**src/rtl/sbe_pkg.sv**
```systemverilog
package sbe_pkg;

    localparam int DATA_BITS  = 8;
    localparam int FRAME_BITS = 10;
    localparam int MAX_DIV    = 10;

    typedef enum logic [1:0] {
        DIV_BY_1  = 2'b00,
        DIV_BY_2  = 2'b01,
        DIV_BY_4  = 2'b10,
        DIV_BY_10 = 2'b11
    } div_code_e;

    typedef enum logic {
        LINE_IDLE  = 1'b0,
        LINE_FRAME = 1'b1
    } line_state_e;

    typedef struct packed {
        logic [3:0]            pos;
        logic [FRAME_BITS-1:0] bits;
    } tx_frame_t;

    function automatic int unsigned div_ratio(input logic [1:0] code);
        int unsigned r;
        case (div_code_e'(code))
            DIV_BY_1:  r = 1;
            DIV_BY_2:  r = 2;
            DIV_BY_4:  r = 4;
            default:   r = 10;
        endcase
        return r;
    endfunction

    function automatic logic [FRAME_BITS-1:0] frame_of(input logic [DATA_BITS-1:0] b);
        return {1'b1, b, 1'b0};
    endfunction

endpackage

```
**src/rtl/sbe_tick_gen.sv**
```systemverilog
module sbe_tick_gen
    import sbe_pkg::*;
#(
    parameter int DIV_W = 4
) (
    input  logic       clk,
    input  logic       rst,
    input  logic [1:0] div_sel,
    output logic       tick
);

    logic [DIV_W-1:0] dcnt;
    logic [DIV_W-1:0] limit;

    always_comb limit = DIV_W'(div_ratio(div_sel) - 1);

    assign tick = (dcnt >= limit);

    always_ff @(posedge clk) begin
        if (rst)       dcnt <= '0;
        else if (tick) dcnt <= '0;
        else           dcnt <= dcnt + 1'b1;
    end


    tick_space_chk: assert property (@(posedge clk) disable iff (rst)
        (tick && div_sel != 2'b00) |=> (!tick || div_sel != $past(div_sel)));

endmodule

```
**src/rtl/sbe_sync.sv**
```systemverilog
module sbe_sync #(
    parameter int STAGES = 2
) (
    input  logic clk,
    input  logic rst,
    input  logic din,
    output logic dout
);

    logic [STAGES-1:0] ff;

    always_ff @(posedge clk) begin
        if (rst) ff <= '1;
        else     ff <= {ff[STAGES-2:0], din};
    end

    assign dout = ff[STAGES-1];

endmodule

```
**src/rtl/sbe_tx.sv**
```systemverilog
module sbe_tx
    import sbe_pkg::*;
#(
    parameter int BIT_TICKS = 128,
    parameter int CNT_W     = 7
) (
    input  logic                 clk,
    input  logic                 rst,
    input  logic                 tick,
    input  logic                 bus_s,
    input  logic                 eom,
    input  logic                 load_valid,
    input  logic [DATA_BITS-1:0] load_data,
    output logic                 ready,
    output logic                 drive
);

    localparam int SAMPLE_AT = BIT_TICKS / 2;
    localparam int LAST_TICK = BIT_TICKS - 1;

    tx_frame_t        fr;
    logic             active;
    logic             blocked;
    logic [CNT_W-1:0] cnt;
    logic             cur_bit;
    logic             at_mid;
    logic             at_end;

    assign cur_bit = fr.bits[fr.pos];
    assign at_mid  = tick && (cnt == CNT_W'(SAMPLE_AT));
    assign at_end  = tick && (cnt == CNT_W'(LAST_TICK));
    assign ready   = !active && !blocked;
    assign drive   = active && !cur_bit;

    always_ff @(posedge clk) begin
        if (rst) begin
            fr      <= '0;
            active  <= 1'b0;
            blocked <= 1'b0;
            cnt     <= '0;
        end else begin
            if (eom) blocked <= 1'b0;
            if (!active) begin
                if (load_valid && ready) begin
                    active  <= 1'b1;
                    fr.bits <= frame_of(load_data);
                    fr.pos  <= 4'd0;
                    cnt     <= '0;
                end
            end else begin
                if (tick) cnt <= at_end ? '0 : cnt + 1'b1;
                if (at_mid && (cur_bit != bus_s)) begin
                    active  <= 1'b0;
                    blocked <= 1'b1;
                end else if (at_end) begin
                    if (fr.pos == 4'(FRAME_BITS - 1)) active <= 1'b0;
                    else                               fr.pos <= fr.pos + 1'b1;
                end
            end
        end
    end


    cut_off_chk: assert property (@(posedge clk) disable iff (rst)
        (active && at_mid && (cur_bit != bus_s)) |=> !drive);


    block_hold_chk: assert property (@(posedge clk) disable iff (rst)
        (blocked && !eom) |=> (blocked && !drive));

endmodule

```
**src/rtl/sbe_rx.sv**
```systemverilog
module sbe_rx
    import sbe_pkg::*;
#(
    parameter int BIT_TICKS = 128,
    parameter int CNT_W     = 7
) (
    input  logic                 clk,
    input  logic                 rst,
    input  logic                 tick,
    input  logic                 bus_s,
    input  logic                 eom,
    output logic                 byte_valid,
    output logic [DATA_BITS-1:0] byte_data,
    output logic                 busy
);

    localparam int SAMPLE_AT = BIT_TICKS / 2;
    localparam int LAST_TICK = BIT_TICKS - 1;

    line_state_e          state;
    logic [CNT_W-1:0]     cnt;
    logic [3:0]           pos;
    logic [DATA_BITS-1:0] shreg;
    logic                 prev;
    logic                 lock;
    logic                 fall;
    logic                 at_mid;
    logic                 at_end;

    assign fall   = prev && !bus_s;
    assign at_mid = tick && (cnt == CNT_W'(SAMPLE_AT));
    assign at_end = tick && (cnt == CNT_W'(LAST_TICK));

    always_ff @(posedge clk) begin
        if (rst) begin
            state      <= LINE_IDLE;
            cnt        <= '0;
            pos        <= '0;
            shreg      <= '0;
            prev       <= 1'b1;
            lock       <= 1'b0;
            busy       <= 1'b0;
            byte_valid <= 1'b0;
            byte_data  <= '0;
        end else begin
            prev       <= bus_s;
            byte_valid <= 1'b0;
            if (eom) lock <= 1'b0;
            case (state)
                LINE_IDLE: begin
                    if (fall) begin
                        state <= LINE_FRAME;
                        cnt   <= '0;
                        pos   <= '0;
                    end
                end
                default: begin
                    if (tick) cnt <= at_end ? '0 : cnt + 1'b1;
                    if (at_end) begin
                        pos <= pos + 1'b1;
                        if (pos == 4'd0) busy <= 1'b1;
                    end
                    if (at_mid) begin
                        if (pos == 4'd0) begin
                            if (bus_s) state <= LINE_IDLE;
                        end else if (pos <= 4'(DATA_BITS)) begin
                            shreg <= {bus_s, shreg[DATA_BITS-1:1]};
                            if (pos == 4'(DATA_BITS)) busy <= 1'b0;
                        end else begin
                            state <= LINE_IDLE;
                            if (bus_s && !lock) begin
                                byte_valid <= 1'b1;
                                byte_data  <= shreg;
                            end else if (!bus_s) begin
                                lock <= 1'b1;
                            end
                        end
                    end
                end
            endcase
        end
    end


    lock_hold_chk: assert property (@(posedge clk) disable iff (rst)
        (lock && !eom) |=> lock);


    lock_mute_chk: assert property (@(posedge clk) disable iff (rst)
        (lock && !eom) |=> !byte_valid);


    strobe_width_chk: assert property (@(posedge clk) disable iff (rst)
        byte_valid |=> !byte_valid);


    busy_in_frame_chk: assert property (@(posedge clk) disable iff (rst)
        busy |-> (state == LINE_FRAME));

endmodule

```
**src/rtl/sbe_bus_engine.sv**
```systemverilog
module sbe_bus_engine
    import sbe_pkg::*;
#(
    parameter int BIT_TICKS   = 128,
    parameter int SYNC_STAGES = 2
) (
    input  logic       clk,
    input  logic       rst,
    input  logic [1:0] div_sel,
    input  logic       bus_in,
    output logic       bus_drive_low,
    input  logic       brk_n,
    input  logic       eom,
    input  logic       tx_valid,
    input  logic [7:0] tx_data,
    output logic       tx_ready,
    output logic       rx_valid,
    output logic [7:0] rx_data,
    output logic       busy_n
);

    localparam int CNT_W = $clog2(BIT_TICKS);
    localparam int DIV_W = $clog2(MAX_DIV);

    logic tick;
    logic bus_s;
    logic tx_drive;
    logic rx_busy;

    sbe_tick_gen #(.DIV_W(DIV_W)) u_tick (
        .clk     (clk),
        .rst     (rst),
        .div_sel (div_sel),
        .tick    (tick)
    );

    sbe_sync #(.STAGES(SYNC_STAGES)) u_sync (
        .clk  (clk),
        .rst  (rst),
        .din  (bus_in),
        .dout (bus_s)
    );

    sbe_tx #(.BIT_TICKS(BIT_TICKS), .CNT_W(CNT_W)) u_tx (
        .clk        (clk),
        .rst        (rst),
        .tick       (tick),
        .bus_s      (bus_s),
        .eom        (eom),
        .load_valid (tx_valid),
        .load_data  (tx_data),
        .ready      (tx_ready),
        .drive      (tx_drive)
    );

    sbe_rx #(.BIT_TICKS(BIT_TICKS), .CNT_W(CNT_W)) u_rx (
        .clk        (clk),
        .rst        (rst),
        .tick       (tick),
        .bus_s      (bus_s),
        .eom        (eom),
        .byte_valid (rx_valid),
        .byte_data  (rx_data),
        .busy       (rx_busy)
    );

    assign bus_drive_low = tx_drive || !brk_n;
    assign busy_n        = !rx_busy;

endmodule

```
**config.mk**
```make
export PLATFORM = sky130hd
export DESIGN_NAME = sbe_bus_engine
export DESIGN_NICKNAME = d
export VERILOG_FILES = /design/src/rtl/sbe_pkg.sv /design/src/rtl/sbe_tick_gen.sv /design/src/rtl/sbe_sync.sv /design/src/rtl/sbe_tx.sv /design/src/rtl/sbe_rx.sv /design/src/rtl/sbe_bus_engine.sv
export SDC_FILE = /design/constraint.sdc
export NUM_CORES = 1
export LEC_CHECK = 0
export BUFFER_PORTS_ARGS = -buffer_cell sky130_fd_sc_hd__buf_2
export CAP_MARGIN = 20
export CORE_ASPECT_RATIO = 0.9
export CORE_MARGIN = 5
export CORE_UTILIZATION = 53
export DETAILED_ROUTE_END_ITERATION = 12
export GPL_TIMING_DRIVEN = 0
export PLACE_DENSITY = 0.76
export SYNTH_ARGS = -nofsm -noshare
export SYNTH_HDL_FRONTEND = slang
export SYNTH_SLANG_ARGS = --single-unit
```
**constraint.sdc**
```tcl
create_clock -name clk -period 2.25 [get_ports clk]
set_input_delay 0.3375 -clock clk [delete_from_list [all_inputs] [get_ports clk]]
set_output_delay 0.3375 -clock clk [all_outputs]
set_load 0.005 [all_outputs]
```
==> results of run 1 <==
## final timing paths
check / start / to / slack, ns / depth (start not counted)
worst max register to register: u_rx.cnt[0] / u_rx.shreg[1] / -0.09 / 8
worst min-delay path: bus_in / u_sync.ff[0] / 0.17 / 2
worst min register to register: u_sync.ff[0] / u_sync.ff[1] / 0.42 / 1
worst max-delay path: u_rx.cnt[0] / u_rx.shreg[1] / -0.09 / 8
## final cells by class
type / count / area, sq um / share of cell area [%]
well taps: 67 / 83.8 / 2.44
clock buffers: 9 / 124 / 3.60
multi-input cells: 236 / 1580 / 46.1
clock inverters: 7 / 75.1 / 2.18
inverters: 21 / 83.8 / 2.44
repair buffers: 38 / 233 / 6.77
flip-flops and latches: 60 / 1210 / 35.2
plain buffers: 11 / 43.8 / 1.27
## placed cells by master, fill, tap and decap left out, types with 2 or more instances in the layout
cell type,synthesis,routed
mux2_2,4,4
nor2b_1,4,3
clkbuf_8,0,9
dfxtp_4,0,2
nor3b_1,3,3
buf_2,0,26
nor2_1,30,30
xnor2_1,4,4
o31ai_1,4,4
or2_2,3,3
and2_1,3,3
nor4_4,2,3
o21ai_0,9,8
clkbuf_1,14,9
a31oi_1,6,5
or4b_4,2,2
nand4_1,4,4
buf_4,0,11
inv_1,21,19
clkinv_4,0,3
and3_1,4,4
nand3_1,14,14
or4_1,2,2
o21ai_1,2,2
mux2i_1,18,17
a21oi_1,25,25
clkinv_2,0,2
nor3_1,11,10
nand2b_1,4,4
a211oi_1,2,2
clkbuf_2,0,2
nor4_1,4,3
inv_4,0,2
ha_1,13,12
or3_1,8,8
dfxtp_1,60,57
o31a_1,2,2
nand2_1,36,36
## report_power, final
group	leakage, nW	switching [mW]	internal (mW)
Sequential	0.489	0.0226	1.09
Combinational	0.707	0.176	0.0938
Clock	0.104	0.454	0.516
## critical path, cell delays in order, from the launching register on
cell and delay [ns]:
dfxtp_4 0.35, inv_4 0.06, ha_4 0.12, or4b_4 0.46, or4b_4 0.55, nor4_4 0.23
buf_12 0.18, mux2i_2 0.21, nor2_1 0.05
## flip-flops by register name (all words and copies together) (netlist names), 2 cells and up
register	flops
u_tx.fr	13
u_rx.byte_data	8
u_rx.shreg	8
u_rx.cnt	7
u_tx.cnt	7
u_rx.pos	4
u_tick.dcnt	4
u_sync.ff	2
## cell families (layout without fill, tap and decap cells)
logic type / Yosys count / count (layout)
adder cells (fa/ha/maj): 13 / 13
XOR/XNOR: 5 / 5
other: 1 / 1
multiplexers: 23 / 23
AND/OR/NAND/NOR: 136 / 136
buffers and inverters: 35 / 86
AO/OA/AOI/OAI: 58 / 58
flip-flops: 60 / 60
## cells in the mapped netlist (6+ instances only)
| cell type | number | share of area [%] |
|---|---|---|
| a31oi_1 | 6 | 1.3 |
| ha_1 | 13 | 5.7 |
| or3_1 | 8 | 1.8 |
| dfxtp_1 | 60 | 42 |
| o21ai_0 | 9 | 1.6 |
| nor2_1 | 30 | 4.0 |
| mux2i_1 | 18 | 6.3 |
| inv_1 | 21 | 2.8 |
| nor3_1 | 11 | 1.9 |
| a21oi_1 | 25 | 4.4 |
| clkbuf_1 | 14 | 1.8 |
| nand2_1 | 36 | 4.7 |
| nand3_1 | 14 | 2.5 |
## timing repair
action	4_1_cts	5_1_grt
gates resized for setup	18	6
pin swaps	6	5
buffers inserted	11	1
hold endpoints to repair	0	0
endpoints found under the setup margin	28	27
## per-layer routing
| layer | vias up | wire length [um] | global-route usage (%) |
|---|---|---|---|
| met4 | 0 | 128 | 9.97 |
| met2 | 53 | 2960 | 31.2 |
| met1 | 1155 | 3020 | 26.2 |
| met3 | 14 | 302 | 5.78 |
| li1 | 1257 | - | - |
| met5 | - | 0 | 0 |
## per-stage QoR
stage	setup TNS [ns]	area [sq um]	hold slack [ns]
after floorplan	-1.20	2860	0.389
after CTS	-1.80	3430	0.165
final	-0.687	3440	0.174
after detailed placement	-13.43	3080	0.397
after global placement	-11.74	3080	0.393
after global routing	-2.15	3440	0.176
==> results.md, run 1 <==
- Status: finished, violations left
- Failing checks: setup timing
- Initial Util: around 55%
- Clock root cell: clkbuf_8
- Drt pass-1 iters: 4
- Via/cell ratio: between 5 and 6
- Hold Crit Class: in2reg
- Syn nets: between 300 and 400
- Clk_lat worst skew: roughly 0.35 ns
- Chip Width: ~87 um
- Minimum clock period: roughly 2.3 ns
- Critical Path Start Type: flop
- CP Class: reg2reg
- Placed Cells: ~420
- Final non-filler cell total: around 450
- Post-synth ARST share: 0%
- Distinct cells, synth: 43
- Post-Syn Instances: between 300 and 400
- Vias: between 2000 and 2500
- CTS sink cnt: 60
- Synth Area in XOR/XNOR: under 10%
- Leakage: approximately 1.3 nW
- CTS tree: yes
- Final Slew Violations: 0
- RSZ-0062 raised after global routing: yes
- EDFF count, synth: 0
- First-pass GRT wire length: between 10000 and 15000 um
- Power per cell area: between 600 and 700 nW/um^2
- Ys flop type: dfxtp_1
- Fin Clk Skew: approximately 0.0070 ns
- Total gr overflow: 0
- Max-slew headroom: 61.3%
- Final setup viols: 16
- Ant. Diodes: 0
- Transition time of the tightest slew-check pin: about 0.58 ns
- GPL Wtd Cong: 0.863
- PortBufs: 26
- Syn_area_per_cell: 8.61 sq um
- Final WL: ~6400 um
- Tcrit/Tclk final: 104%
- Area grow syn2layout: 20.6%
- Main combinational cell family by area after synthesis: simple AND/OR/NAND/NOR gates
- Die area: around 7000 sq um
- Synth Area in Adders: under 10%
- Die extent in y: between 70 and 80 um
- Post-synthesis sequential area ratio: a little over two fifths
- Largest net degree at the start of global routing: 13
- Fillers: about 430
- Clock-pin slew of the registers on the worst-case setup and hold paths: ~0.070 ns
- Finished Core Util: 65.8%
- Clock tree buffer depth: 2
- Initial DRC count: 126
- Crit. End Element: flop
- Max VDD drop: roughly 0.42 mV
- Final setup margin: -0.0892 ns
- Nets@finish: between 400 and 500
- Layout cells sized above 1: a little over a fifth
- Crit Path Max Fanout: 8
- Vias in the first global route: 2430
- CTS Hold Bufs: 0
- Hold Vio Cnt, Final: 0
- Mapped cell area: ~2800 sq um
- Crit path DAT: about 2.6 ns
- Final HPWL DP: between 4000 and 5000 um
- Number of core rows: 25
- Max-Cap Viols: 0
- Flops & latches, synth: 60
- GRT Util Overall: between 20% and 30%
- Design Power: 2.35 mW
- Remaining antenna violation count: 0
- Initial antenna violation count: 0
- Routed WL per cell: 14.3 um
- Mux cell area share after synthesis: between 8 and 9%
- Achievable clock frequency: between 400 and 500 MHz
- I/O Pins: 28
- # DRC: 0
- Pre-CTS setup slack: -0.476 ns
- Simple-gate share of the synthesized area: about a quarter
- Yosys warns: 0
- Critical path data required time: roughly 2.5 ns
- Compound-Gate Fraction of Synth Area: 12.2%
- CTS Buf Count: 9
- Placeable Area: approximately 5200 sq um
- H-tree Lvls: 3
Note: power is estimated with default switching activity, not from simulation.
==> inputs of run 2 (changes only) <==
--- a/config.mk
+++ b/config.mk
@@ -5,6 +5,7 @@
 export SDC_FILE = /design/constraint.sdc
 export NUM_CORES = 1
 export LEC_CHECK = 0
+export ABC_AREA = 1
 export BUFFER_PORTS_ARGS = -buffer_cell sky130_fd_sc_hd__buf_2
 export CAP_MARGIN = 20
 export CORE_ASPECT_RATIO = 0.9
@@ -13,6 +14,7 @@
 export DETAILED_ROUTE_END_ITERATION = 12
 export GPL_TIMING_DRIVEN = 0
 export PLACE_DENSITY = 0.76
+export SKIP_CTS_REPAIR_TIMING = 1
 export SYNTH_ARGS = -nofsm -noshare
 export SYNTH_HDL_FRONTEND = slang
 export SYNTH_SLANG_ARGS = --single-unit
==> results.md, run 2 <==
- Number of core rows: 25
- Leading area contributor after synthesis: dfxtp_1
- Power per cell area: ~730 nW/um^2
- CTS Buf Count: 9
- Hold Crit Class: in2reg
- Max VDD drop: roughly 0.46 mV
- Vias: 2497
- Yosys warns: 0
- Chip Width: roughly 87 um
- Syn nets: ~420
- Total gr overflow: 0
- Initial Util: between 50% and 60%
- Distinct cells, synth: 33
- Routed WL per cell: 11.6 um
- Most flops, register: u_tx.fr
- CTS sink cnt: 60
- Die area: roughly 6900 sq um
- Clock tree buffer depth: 2
- Synth area leaders: dfxtp_1 43%, nand2_1 8.2%, inv_1 7.2%, nor2_1 6.5%, a21oi_1 6.4%
- Die extent in y: between 70 and 80 um
- Initial DRC count: 137
- Final Slew Violations: 0
- Most frequent cells in the layout: 62 x nand2_1, 60 x dfxtp_1, 54 x inv_1
- RSZ-0062 raised after global routing: no
- Crit. End Element: primary output
- H-tree Lvls: 3
- Commonest non-fill, non-tap cell in the layout: nand2_1
- Clock root cell: clkbuf_8
- Mapped cell area: 2820 sq um
- Setup TNS: 0 ns
- Clk_lat worst skew: approximately 0.33 ns
- EDFF count, synth: 0
- Post-synth ARST share: 0%
- Post-Syn Instances: 389
- I/O Pins: 28
- GRT Util Overall: between 15 and 20%
- Count leader, synth: nand2_1
- CP Class: reg2out
- Nets@finish: between 400 and 500
- Crit path DAT: roughly 1.7 ns
- PortBufs: 27
- CTS tree: yes
- Fin Clk Skew: between 0.008 and 0.009 ns
- Flops & latches, synth: 60
- # DRC: 0
- Max reg flops: 13
- Ys flop type: dfxtp_1
- Via/cell ratio: around 5.0
- Final WL: about 5800 um
- Transition time of the tightest slew-check pin: 0.507 ns
- Biggest regs: u_tx.fr: 13 flops, u_rx.byte_data: 8 flops, u_rx.shreg: 8 flops
- Final setup viols: 0
- Largest net degree at the start of global routing: 11
- Max-slew headroom: about 66%
- Hold Vio Cnt, Final: 0
- Syn_area_per_cell: 7.26 sq um
- Post-synthesis sequential area ratio: 42.5%
- First-pass GRT wire length: 9870 um
- Drt pass-1 iters: 4
- Achievable clock frequency: between 500 and 600 MHz
- Clock-pin slew of the registers on the worst-case setup and hold paths: ~0.060 ns
- Area grow syn2layout: 14.3%
- Minimum clock period: roughly 2.0 ns
- Yosys top cell area share: 42.5%
- Initial antenna violation count: 0
- Post-synth top cells: 62 x nand2_1, 60 x dfxtp_1, 54 x inv_1
- Placeable Area: 5220 sq um
- Critical Path Start Type: flop
- Max-Cap Viols: 0
- Final HPWL DP: 4200 um
- Status: complete, no violations
- Leakage: 1.41 nW
- Remaining antenna violation count: 0
- GPL Wtd Cong: ~0.84
- Layout cells sized above 1: 14.4%
- Vias in the first global route: approximately 2200
- Tcrit/Tclk final: between 80% and 90%
- Crit Path Max Fanout: 8
- Critical path data required time: 1.91 ns
- Ant. Diodes: 0
- Final hold slack: between 0.15 and 0.2 ns
==> run 2: changes by cell type after synthesis, sizes merged, moves of 8 or more <==
cell and change:
or3 -8, inv +35, mux2i -18, clkbuf -9, nand2 +31, a21oi +12, o21ai +26, nor2 +23
==> run 2: final timing paths <==
| check | to | depth (start not counted) | slack [ns] | from |
|---|---|---|---|---|
| max reg2reg | u_rx.cnt[0] | 9 | 0.37 | u_tick.dcnt[0] |
| min reg2reg | u_sync.ff[1] | 1 | 0.43 | u_sync.ff[0] |
| min | u_sync.ff[0] | 2 | 0.19 | bus_in |
| max | bus_drive_low | 8 | 0.26 | u_tx.fr[10] |
==> run 2: critical path, cell delays in order (launching register included) <==
cell      delay, ns
dfxtp_1        0.33
clkbuf_2       0.16
or2_2          0.28
nand3_1        0.07
nand2_1        0.05
nand3_1        0.10
nand2_1        0.08
o21ai_0        0.13
buf_2          0.13
==> run 2: kinds of logic after synthesis <==
kind of cell	share of synthesized area (%)
compound gates	14.0
xor+xnor	1.55
fa+ha+maj	5.76
buf+inv	9.04
flops	42.5
other cells	0.133
simple gates	26.9
==> run 2: cell type report <==
class	count	area, sq um
Buffer	9	45.0
Multi-Input combinational cell	264	1370
Fill cell	463	2000
Tap cell	67	83.8
Timing Repair Buffer	27	135
Clock buffer	13	149
Inverter	56	210
Sequential cell	60	1200
Clock inverter	2	35.0
==> run 2: layer usage <==
metal | global-route usage [%] | routed length, um | vias to the layer above
met5 | 0 | 0 | -
met2 | 28.7 | 2670 | 39
li1 | - | - | 1337
met1 | 23.4 | 2810 | 1117
met3 | 5.91 | 243 | 4
met4 | 6.54 | 37 | 0
==> run 2: metrics by stage <==
stage / utilization, % / instance area [sq um] / power, mW / setup WS [ns] / std cells
floorplan: - / 2820 / 1.37 / 0.451 / 389
global placement: 58.3 / 3040 / 1.44 / 0.140 / 483
detailed placement: 58.3 / 3040 / 1.45 / 0.0649 / 483
CTS: 61.8 / 3230 / 2.38 / 0.220 / 498
global route: 61.8 / 3230 / 2.47 / 0.118 / 498
finish: 61.8 / 3230 / 2.35 / 0.263 / 498
==> run 2: power by group <==
| part | internal, mW | total (mW) | leakage (nW) | switching [mW] |
|---|---|---|---|---|
| Clock | 0.535 | 0.925 | 0.0935 | 0.389 |
| Sequential | 1.11 | 1.14 | 0.488 | 0.0366 |
| Combinational | 0.101 | 0.280 | 0.833 | 0.178 |
